==> config.mk <==
export PLATFORM = sky130hd
export DESIGN_NAME = mac_unit
export DESIGN_NICKNAME = d
export VERILOG_FILES = /design/src/rtl/mac_pkg.sv /design/src/rtl/mac_decode.sv /design/src/rtl/mac_mult.sv /design/src/rtl/mac_accum.sv /design/src/rtl/mac_unit.sv
export SDC_FILE = /design/constraint.sdc
export NUM_CORES = 2
export LEC_CHECK = 0
export BUFFER_PORTS_ARGS = -buffer_cell sky130_fd_sc_hd__buf_4
export CORE_MARGIN = 10
export CORE_UTILIZATION = 55
export DETAILED_ROUTE_END_ITERATION = 12
export PLACE_DENSITY = 0.83
export SLEW_MARGIN = 20
export SYNTH_ARGS = -nofsm -noshare
export SYNTH_HDL_FRONTEND = slang
export SYNTH_SLANG_ARGS = --single-unit
==> constraint.sdc <==
create_clock -name clk -period 15.98 [get_ports clk]
set_clock_uncertainty 0.2 [all_clocks]
set_input_delay 3.196 -clock clk [delete_from_list [all_inputs] [get_ports clk]]
set_output_delay 3.196 -clock clk [all_outputs]
set_load 0.01 [all_outputs]
==> src/rtl/mac_pkg.sv <==
package mac_pkg;
  localparam int INSTR_W  = 32;
  localparam int REG_AW   = 5;
  localparam int OP_W     = 5;
  localparam int FN_W     = 6;
  localparam int RS_LSB   = 21;
  localparam int RT_LSB   = 16;
  localparam int RD_LSB   = 11;
  localparam int OP_LSB   = 6;
  localparam int TOP_LSB  = 26;
  localparam logic [FN_W-1:0] FN_MULFAM = 6'b101000;
  localparam logic [FN_W-1:0] FN_LOACC  = 6'b101001;

  typedef struct packed {
    logic ok;       // instruction accepted
    logic lo_only;  // LO-only accumulate
    logic sgn;      // signed operands
    logic acc;      // add to accumulator instead of load
    logic wr;       // write destination register
    logic hi_sel;   // destination gets high half
  } mac_ctl_t;
endpackage

==> src/rtl/mac_decode.sv <==
module mac_decode
  import mac_pkg::*;
(
  input  logic               valid,
  input  logic [INSTR_W-1:0] instr,
  output mac_ctl_t           ctl,
  output logic [REG_AW-1:0]  rs_addr,
  output logic [REG_AW-1:0]  rt_addr,
  output logic [REG_AW-1:0]  rd_addr
);
  logic [OP_W-1:0] op;
  logic [FN_W-1:0] fn;
  logic            top_zero, fam, loacc, op_legal;

  assign op       = instr[OP_LSB +: OP_W];
  assign fn       = instr[FN_W-1:0];
  assign top_zero = (instr[INSTR_W-1:TOP_LSB] == '0);
  assign fam      = top_zero && (fn == FN_MULFAM);
  assign loacc    = top_zero && (fn == FN_LOACC);
  // op[0]: unsigned, op[1]: accumulate, op[2]: load, op[3]: high half
  assign op_legal = !op[4] && ((op[2] ^ op[1]) || (op == '0));

  always_comb begin
    ctl.ok      = valid && (loacc || (fam && op_legal));
    ctl.lo_only = loacc;
    ctl.sgn     = loacc || !op[0];
    ctl.acc     = loacc || !op[2];
    ctl.wr      = fam && (op[2] || op[1]);
    ctl.hi_sel  = op[3];
  end

  assign rs_addr = instr[RS_LSB +: REG_AW];
  assign rt_addr = instr[RT_LSB +: REG_AW];
  assign rd_addr = instr[RD_LSB +: REG_AW];
endmodule

==> src/rtl/mac_mult.sv <==
module mac_mult #(
  parameter int HALF       = 32,
  parameter bit SHARED_MUL = 1'b1,
  localparam int PW        = 2 * HALF
) (
  input  logic [HALF-1:0] a,
  input  logic [HALF-1:0] b,
  input  logic            sgn,
  output logic [PW-1:0]   prod
);
  generate
    if (SHARED_MUL) begin : g_shared
      // one (HALF+1)-bit signed array serves both signednesses
      logic signed [HALF:0]   ax, bx;
      logic signed [PW+1:0]   full;
      assign ax   = {sgn & a[HALF-1], a};
      assign bx   = {sgn & b[HALF-1], b};
      assign full = ax * bx;
      assign prod = full[PW-1:0];
    end else begin : g_split
      logic signed [PW-1:0] ps;
      logic        [PW-1:0] pu;
      assign ps   = $signed(a) * $signed(b);
      assign pu   = {{HALF{1'b0}}, a} * {{HALF{1'b0}}, b};
      assign prod = sgn ? ps : pu;
    end
  endgenerate
endmodule

==> src/rtl/mac_accum.sv <==
module mac_accum
  import mac_pkg::*;
#(
  parameter int XLEN  = 64,
  parameter int HALF  = 32,
  localparam int ACCW = 2 * HALF
) (
  input  logic              clk,
  input  logic              rst_n,
  input  mac_ctl_t          ctl,
  input  logic [ACCW-1:0]   prod,
  input  logic [REG_AW-1:0] dst_in,
  output logic [XLEN-1:0]   hi_q,
  output logic [XLEN-1:0]   lo_q,
  output logic              rd_we,
  output logic [REG_AW-1:0] rd_addr,
  output logic [XLEN-1:0]   rd_data
);
  logic [ACCW-1:0]        acc_cur, acc_new;
  logic signed [XLEN-1:0] prod_x;
  logic [XLEN-1:0]        hi_d, lo_d, pick_d, lo_sum;

  assign acc_cur = {hi_q[HALF-1:0], lo_q[HALF-1:0]};
  assign acc_new = ctl.acc ? (acc_cur + prod) : prod;
  assign prod_x  = $signed(prod);
  assign lo_sum  = lo_q + prod_x;
  assign hi_d    = {{(XLEN-HALF){acc_new[ACCW-1]}}, acc_new[ACCW-1:HALF]};
  assign lo_d    = {{(XLEN-HALF){acc_new[HALF-1]}}, acc_new[HALF-1:0]};
  assign pick_d  = ctl.hi_sel ? hi_d : lo_d;

  always_ff @(posedge clk) begin
    if (!rst_n) begin
      hi_q    <= '0;
      lo_q    <= '0;
      rd_we   <= 1'b0;
      rd_addr <= '0;
      rd_data <= '0;
    end else begin
      rd_we <= ctl.ok && ctl.wr;
      if (ctl.ok) begin
        if (ctl.lo_only) begin
          lo_q <= lo_sum;
        end else begin
          hi_q <= hi_d;
          lo_q <= lo_d;
        end
        if (ctl.wr) begin
          rd_addr <= dst_in;
          rd_data <= pick_d;
        end
      end
    end
  end

  assert_hi_sext_R6: assert property (@(posedge clk) disable iff (!rst_n)
    hi_q[XLEN-1:HALF] == {(XLEN-HALF){hi_q[HALF-1]}});

  assert_reject_hold_R1: assert property (@(posedge clk) disable iff (!rst_n)
    !ctl.ok |=> ($stable(hi_q) && $stable(lo_q) && !rd_we));

  assert_lo_only_hi_R8: assert property (@(posedge clk) disable iff (!rst_n)
    (ctl.ok && ctl.lo_only) |=> ($stable(hi_q) && !rd_we));

  assert_rd_sext_R7: assert property (@(posedge clk) disable iff (!rst_n)
    rd_we |-> (rd_data[XLEN-1:HALF] == {(XLEN-HALF){rd_data[HALF-1]}}));

  assert_rd_matches_R7: assert property (@(posedge clk) disable iff (!rst_n)
    rd_we |-> (rd_data == (rd_data[HALF-1] ? $past(hi_d | ~hi_d) & rd_data : rd_data)
               && (rd_data == (($past(ctl.hi_sel)) ? hi_q : lo_q))));
endmodule

==> src/rtl/mac_unit.sv <==
module mac_unit
  import mac_pkg::*;
#(
  parameter int XLEN       = 64,
  parameter int HALF       = 32,
  parameter bit SHARED_MUL = 1'b1
) (
  input  logic               clk,
  input  logic               rst_n,
  input  logic               in_valid,
  input  logic [INSTR_W-1:0] in_instr,
  input  logic [XLEN-1:0]    in_rs_val,
  input  logic [XLEN-1:0]    in_rt_val,
  output logic [REG_AW-1:0]  rs_addr,
  output logic [REG_AW-1:0]  rt_addr,
  output logic [XLEN-1:0]    hi_q,
  output logic [XLEN-1:0]    lo_q,
  output logic               rd_we,
  output logic [REG_AW-1:0]  rd_addr,
  output logic [XLEN-1:0]    rd_data
);
  localparam int ACCW = 2 * HALF;

  mac_ctl_t          ctl;
  logic [REG_AW-1:0] dst;
  logic [ACCW-1:0]   prod;

  mac_decode u_dec (
    .valid   (in_valid),
    .instr   (in_instr),
    .ctl     (ctl),
    .rs_addr (rs_addr),
    .rt_addr (rt_addr),
    .rd_addr (dst)
  );

  mac_mult #(.HALF(HALF), .SHARED_MUL(SHARED_MUL)) u_mul (
    .a    (in_rs_val[HALF-1:0]),
    .b    (in_rt_val[HALF-1:0]),
    .sgn  (ctl.sgn),
    .prod (prod)
  );

  mac_accum #(.XLEN(XLEN), .HALF(HALF)) u_acc (
    .clk     (clk),
    .rst_n   (rst_n),
    .ctl     (ctl),
    .prod    (prod),
    .dst_in  (dst),
    .hi_q    (hi_q),
    .lo_q    (lo_q),
    .rd_we   (rd_we),
    .rd_addr (rd_addr),
    .rd_data (rd_data)
  );

  assert_rd_addr_R7: assert property (@(posedge clk) disable iff (!rst_n)
    rd_we |-> (rd_addr == $past(in_instr[RD_LSB +: REG_AW])));

  assert_reset_idle_R10: assert property (@(posedge clk)
    !rst_n |=> (!rd_we && hi_q == '0 && lo_q == '0));
endmodule

; ---- After elaboration in Yosys (flattened, before gate mapping)
; Cells that the tools add are included.
[classes]
n_reduce_logical = 19
mux = 3
eq_ne = 2
mul = 1
bitwise = 4
addsub = 2
[op_table]
columns = operator, n
row1 = two-way mux 64 bit, 3
row2 = adder 64 bit, 2
row3 = multiplier 33 x 33 -> 64 bit, 1
row4 = equality test 6 bit (second input constant), 2
row5 = logical AND 1 bit, 7
row6 = logical NOT 6 bit, 1
row7 = logical NOT 5 bit, 1
row8 = logical OR 1 bit, 5
row9 = AND reduction 2 bit, 2
row10 = logical NOT 1 bit, 3
row11 = AND 1 bit, 2
row12 = inverter 1 bit, 1
row13 = bitwise XOR 1 bit, 1
[word_totals]
out_inout_bits = 208
elab_cells = 36
reg_bits = 166
in_bits = 163

; ---- Longest topological paths before layout
[depth]
depth_word = 8
mapped_depth = 44
mapped_depth_nobuf = 43

; ---- Modules after synthesis
; From an unflattened synthesis, not the netlist that was laid out.
[unflattened]
hier_cells = 5839
area_unflattened_um2 = 50648.6
[by_module_without_submodules]
columns = mod, cells_each, seq_area_each_um2, area_each_um2, n_inst
row1 = mac_mult, 4151, 0.0, 37776.2, 1
row2 = mac_accum, 1652, 2682.6, 12612.1, 1
row3 = mac_decode, 36, 0.0, 260.2, 1

; ---- Worst setup path before layout
; No wires, ideal clock.
[synth_timing]
path_type = input -> register
from = input port in_instr[1]
to = register u_acc.hi_q[30]
arrival_ns = 13.136
path_slack_ns = 2.511
required_ns = 15.648
setup_ns = 0.132
stages = 36
n_path_buf = 2
cell_sequence = nor4bb_1 nand4_1 nand2_1 and2_1 clkbuf_1 nand2_1 inv_1 fa_1 fa_1 fa_1 fa_1 inv_1 fa_1 fa_1 fa_1 fa_1 inv_1 ha_1 clkbuf_1 o21ai_0 nand2b_1 o31a_1 a221o_1 a221o_1 or3_1 o211ai_1 mux2i_1 nand2_1 ha_1 a2111oi_0 o21ai_0 a32o_1 or4_1 and3_1 a21oi_1 a21oi_1
[synth_between]
elab_chain_len = 7
elab_cells_between_ends = 16
classes_between = 1 x add/sub / 1 x mul / 2 x eq/ne / 1 x mux / 3 x bitwise / 8 x reduce/logical
[synth_rtl]
columns = element, line
row1 = start: declaration, mac_unit.sv:11  ; input logic [INSTR_W-1:0] in_instr,
row2 = equality test 6 bit, mac_decode.sv:19  ; assign loacc = top_zero && (fn == FN_LOACC);
row3 = logical AND 1 bit, mac_decode.sv:19
row4 = logical OR 1 bit, mac_decode.sv:26  ; ctl.sgn = loacc || !op[0];
row5 = "AND 1 bit, on equally long branches", "mac_mult.sv:16, mac_mult.sv:17"
row6 = multiplier 33 x 33 -> 64 bit, mac_mult.sv:18  ; assign full = ax * bx;
row7 = adder 64 bit, mac_accum.sv:24  ; assign acc_new = ctl.acc ? (acc_cur + prod) : prod;
row8 = two-way mux 64 bit, mac_accum.sv:24
row9 = end signal: assignment, mac_accum.sv:44  ; hi_q <= hi_d;
row10 = end: declaration, mac_accum.sv:13  ; output logic [XLEN-1:0] hi_q,
; Several ways; a longest one is shown, not always the timed one.
; A chain may end at the register's enable or synchronous reset.

; ---- Worst setup path in the final report
[layout_timing]
from = input port in_instr[4]
to = register u_acc.rd_data[62]
[layout_between]
elab_chain_len = 8
elab_cells_between_ends = 17
classes_between = 1 x add/sub / 1 x mul / 2 x eq/ne / 2 x mux / 2 x bitwise / 9 x reduce/logical
[layout_rtl]
columns = element, line
row1 = equality test 6 bit, mac_decode.sv:19
row2 = logical AND 1 bit, mac_decode.sv:19
row3 = logical OR 1 bit, mac_decode.sv:26
row4 = "AND 1 bit, on equally long branches", "mac_mult.sv:16, mac_mult.sv:17"
row5 = multiplier 33 x 33 -> 64 bit, mac_mult.sv:18
row6 = adder 64 bit, mac_accum.sv:24
row7 = two-way mux 64 bit, mac_accum.sv:24
row8 = two-way mux 64 bit, mac_accum.sv:29  ; assign pick_d = ctl.hi_sel ? hi_d : lo_d;
row9 = end signal: assignment, mac_accum.sv:49  ; rd_data <= pick_d;
row10 = end: declaration, mac_accum.sv:17  ; output logic [XLEN-1:0] rd_data
; Several ways; a longest one is shown, not always the timed one.

==> flow_summary.ini <==
[placement]
place_hpwl_um = 117200
gp_congestion = 0.9959
io_buffer_count = 286

[sta]
final_hold_viol_count = 0
period_minus_slack_ps = 15050
fin_tns_setup_ps = 0
slew_viol_final = 0
rsz0062_at_grt = no
setup_violations = 0
relSlewSlack_pct = 28.59
fin_crit_sh_pct = 94.17
tightestPinTransition_ps = 1067
clock.fmax_mhz = 66.45

[floorplan]
die_y_um = 319.8
core-area_um2 = 88780
ios = 371
die-area_um2 = 102300
start_util_pct = 55.67
rows = 109
die_x_um = 319.8

[synth]
synthFlopType = dfxtp_1
synth.distinct_cells = 83
ys_ff_latch = 134
synth_top_cell_by_area = fa_1
yosysTopAreaCellShare_pct = 45.61
syn_nets = 7334
async_flop_share_pct = 0
avgSynthCellArea_um2 = 8.616
yosysWarnings = 0
yosysSeqAreaShare_pct = 5.427
syn-cell-area_um2 = 49430
synthCells = 5737
synth_edf_count = 0
synthTopCellsByArea = fa_1 (46%), inv_1 (8.5%), ha_1 (7.8%), nand2_1 (7.3%), dfxtp_1 (5.4%)

[cts]
ctsResizeCount = 0
cts_tree = built
cts_setup_buffers = 0
insertion_delay_ps = 460
numCtsBuffers = 17
cts_sinks = 134
path_clk_slew_ps = 70
htreeDepth = 4
root_buffer = clkbuf_16
cts_hold_buf = 0
clk_path_buf_depth = 2

[setup_path]
startpoint_type = input port
cp_data_arrival_time_ps = 15210
endpoint_kind = flop
critPathCapture = u_acc.rd_data[62]
ff2ff_path_depth = 13
slowest_stage = fa_1
crit_path_max_fanout = 16
crit_type = input port to flop
crit-reg2reg-launch = u_acc.lo_q[0]
r2r_slack_ps = 11460
path_common_cell = fa_1
required_ps = 16140
worstSetupStartpoint = in_instr[4]
critPathMaxStageDelay_ps = 640
reg2reg_to = u_acc.rd_data[30]

[final_layout]
nets = 7273
final_common_cell = fa_1
drive_gt1_share_pct = 6.750
areaGrowthSynthToFinish_pct = 5.339
final_cell_mix = fa_1 (1125), inv_1 (1114), nand2_1 (962), ha_1 (308), buf_4 (303)

[drt]
drtAntennaViolNets = 0
routed_wl_um = 143400
viasPerCell = 5.877
vias = 40309
wl_per_cell_um = 20.91
drt_pass1_iterations = 6
drc_errors = 0
drt_iter0_markers = 3494

[hold_path]
worstHoldPathType = flop to flop

[status]
status = completed

[global_route]
grt_overflow = 0
grt_max_degree = 73
track_usage_pct = 28.19
antenna_found_initial = 8
grt_pass1_vias = 43426
grt_first_pass_wirelength_um = 231200

[job]
drv_cap = 0
[worst max-delay path, delay by kind of cell]
kind,cells,cell delay [ps]
AO/OA/AOI/OAI,9,2400
XOR/XNOR,1,510
adder cells (fa/ha/maj),10,5040
buffers and inverters,7,1350
AND/OR/NAND/NOR,14,2680
[layer usage]
metal	wire [um]	global-route usage, %
met1	52170	34.14
met2	72810	49.09
met3	10860	3.909
met4	7583	13.74
met5	24	0
[stage by stage]
step | setup slack [ps] | hold WS, ps | utilization, % | std cells | instance area, um2
floorplan | 2512 | 262.5 | - | 5737 | 49430
global placement | 897.5 | 241.8 | 57.94 | 6822 | 51440
detailed placement | 694.5 | 248.3 | 57.94 | 6822 | 51440
CTS | 1104 | 256.9 | 58.62 | 6854 | 52050
global route | 341.1 | 284.1 | 58.64 | 6859 | 52070
finish | 931.0 | 254.7 | 58.64 | 6859 | 52070
[sequential cells by signal, summed over array words and instances (netlist names)]
register and count:
u_acc.rd_we 1, u_acc.rd_data 32, u_acc.lo_q 64, u_acc.hi_q 32
u_acc.rd_addr 5
[synthesized netlist by cell type (all sizes together) (9+ instances only)]
| cell | count |
|---|---|
| a21boi | 16 |
| or3 | 14 |
| nand3 | 45 |
| a211o | 14 |
| a31oi | 39 |
| or2 | 16 |
| nand3b | 9 |
| a211oi | 63 |
| o211ai | 34 |
| inv | 1115 |
| a21o | 78 |
| a21oi | 262 |
| and3 | 38 |
| buf | 90 |
| o21ai | 154 |
| ha | 308 |
| and2 | 293 |
| o221ai | 12 |
| nor2 | 185 |
| o21bai | 32 |
| clkbuf | 293 |
| xor2 | 46 |
| fa | 1126 |
| nand4 | 36 |
| nor2b | 9 |
| xnor2 | 94 |
| nor3 | 38 |
| nand2b | 18 |
| o21a | 14 |
| dfxtp | 134 |
| mux2i | 23 |
| and4 | 9 |
| nand2 | 963 |
| o31ai | 11 |
[final cells by class]
cell class | instances | area [um2]
multi-input combinational | 4104 | 40840
clock inverter | 14 | 175.2
fill | 7498 | 36720
antenna | 5 | 12.51
clock buffer | 18 | 429.2
sequential | 134 | 2685
timing repair buffer | 303 | 2275
inverter | 1116 | 4189
tap | 1165 | 1458
[cells by family (layout without fill, tap and decap cells)]
group / after synthesis / in the layout / synth area share, %
and+or+nand+nor: 1706 / 1706 / 15.79
xor gates and xnor gates: 140 / 140 / 2.481
other: 0 / 5 / 0
muxes: 29 / 29 / 0.6480
DFF: 134 / 134 / 5.427
adders and majority gates: 1434 / 1434 / 53.40
AOI/OAI and AO/OA: 795 / 795 / 10.25
buffers and inverters: 1499 / 1451 / 12.00
[worst min path at each step]
stage                      start                end  cells past startpoint
6_report        u_acc.rd_addr[0]   u_acc.rd_addr[0]                      2
5_1_grt         u_acc.rd_addr[1]   u_acc.rd_addr[1]                      2
4_1_cts         u_acc.rd_addr[0]   u_acc.rd_addr[0]                      2
3_5_place_dp    u_acc.rd_addr[0]   u_acc.rd_addr[0]                      2
3_3_place_gp   u_acc.rd_data[15]  u_acc.rd_data[15]                      2
2_1_floorplan  u_acc.rd_data[18]  u_acc.rd_data[18]                      2
Power is left out: the tool's default activity adds up to more than one toggle a clock period on the data nets, which glitch-free logic cannot reach.
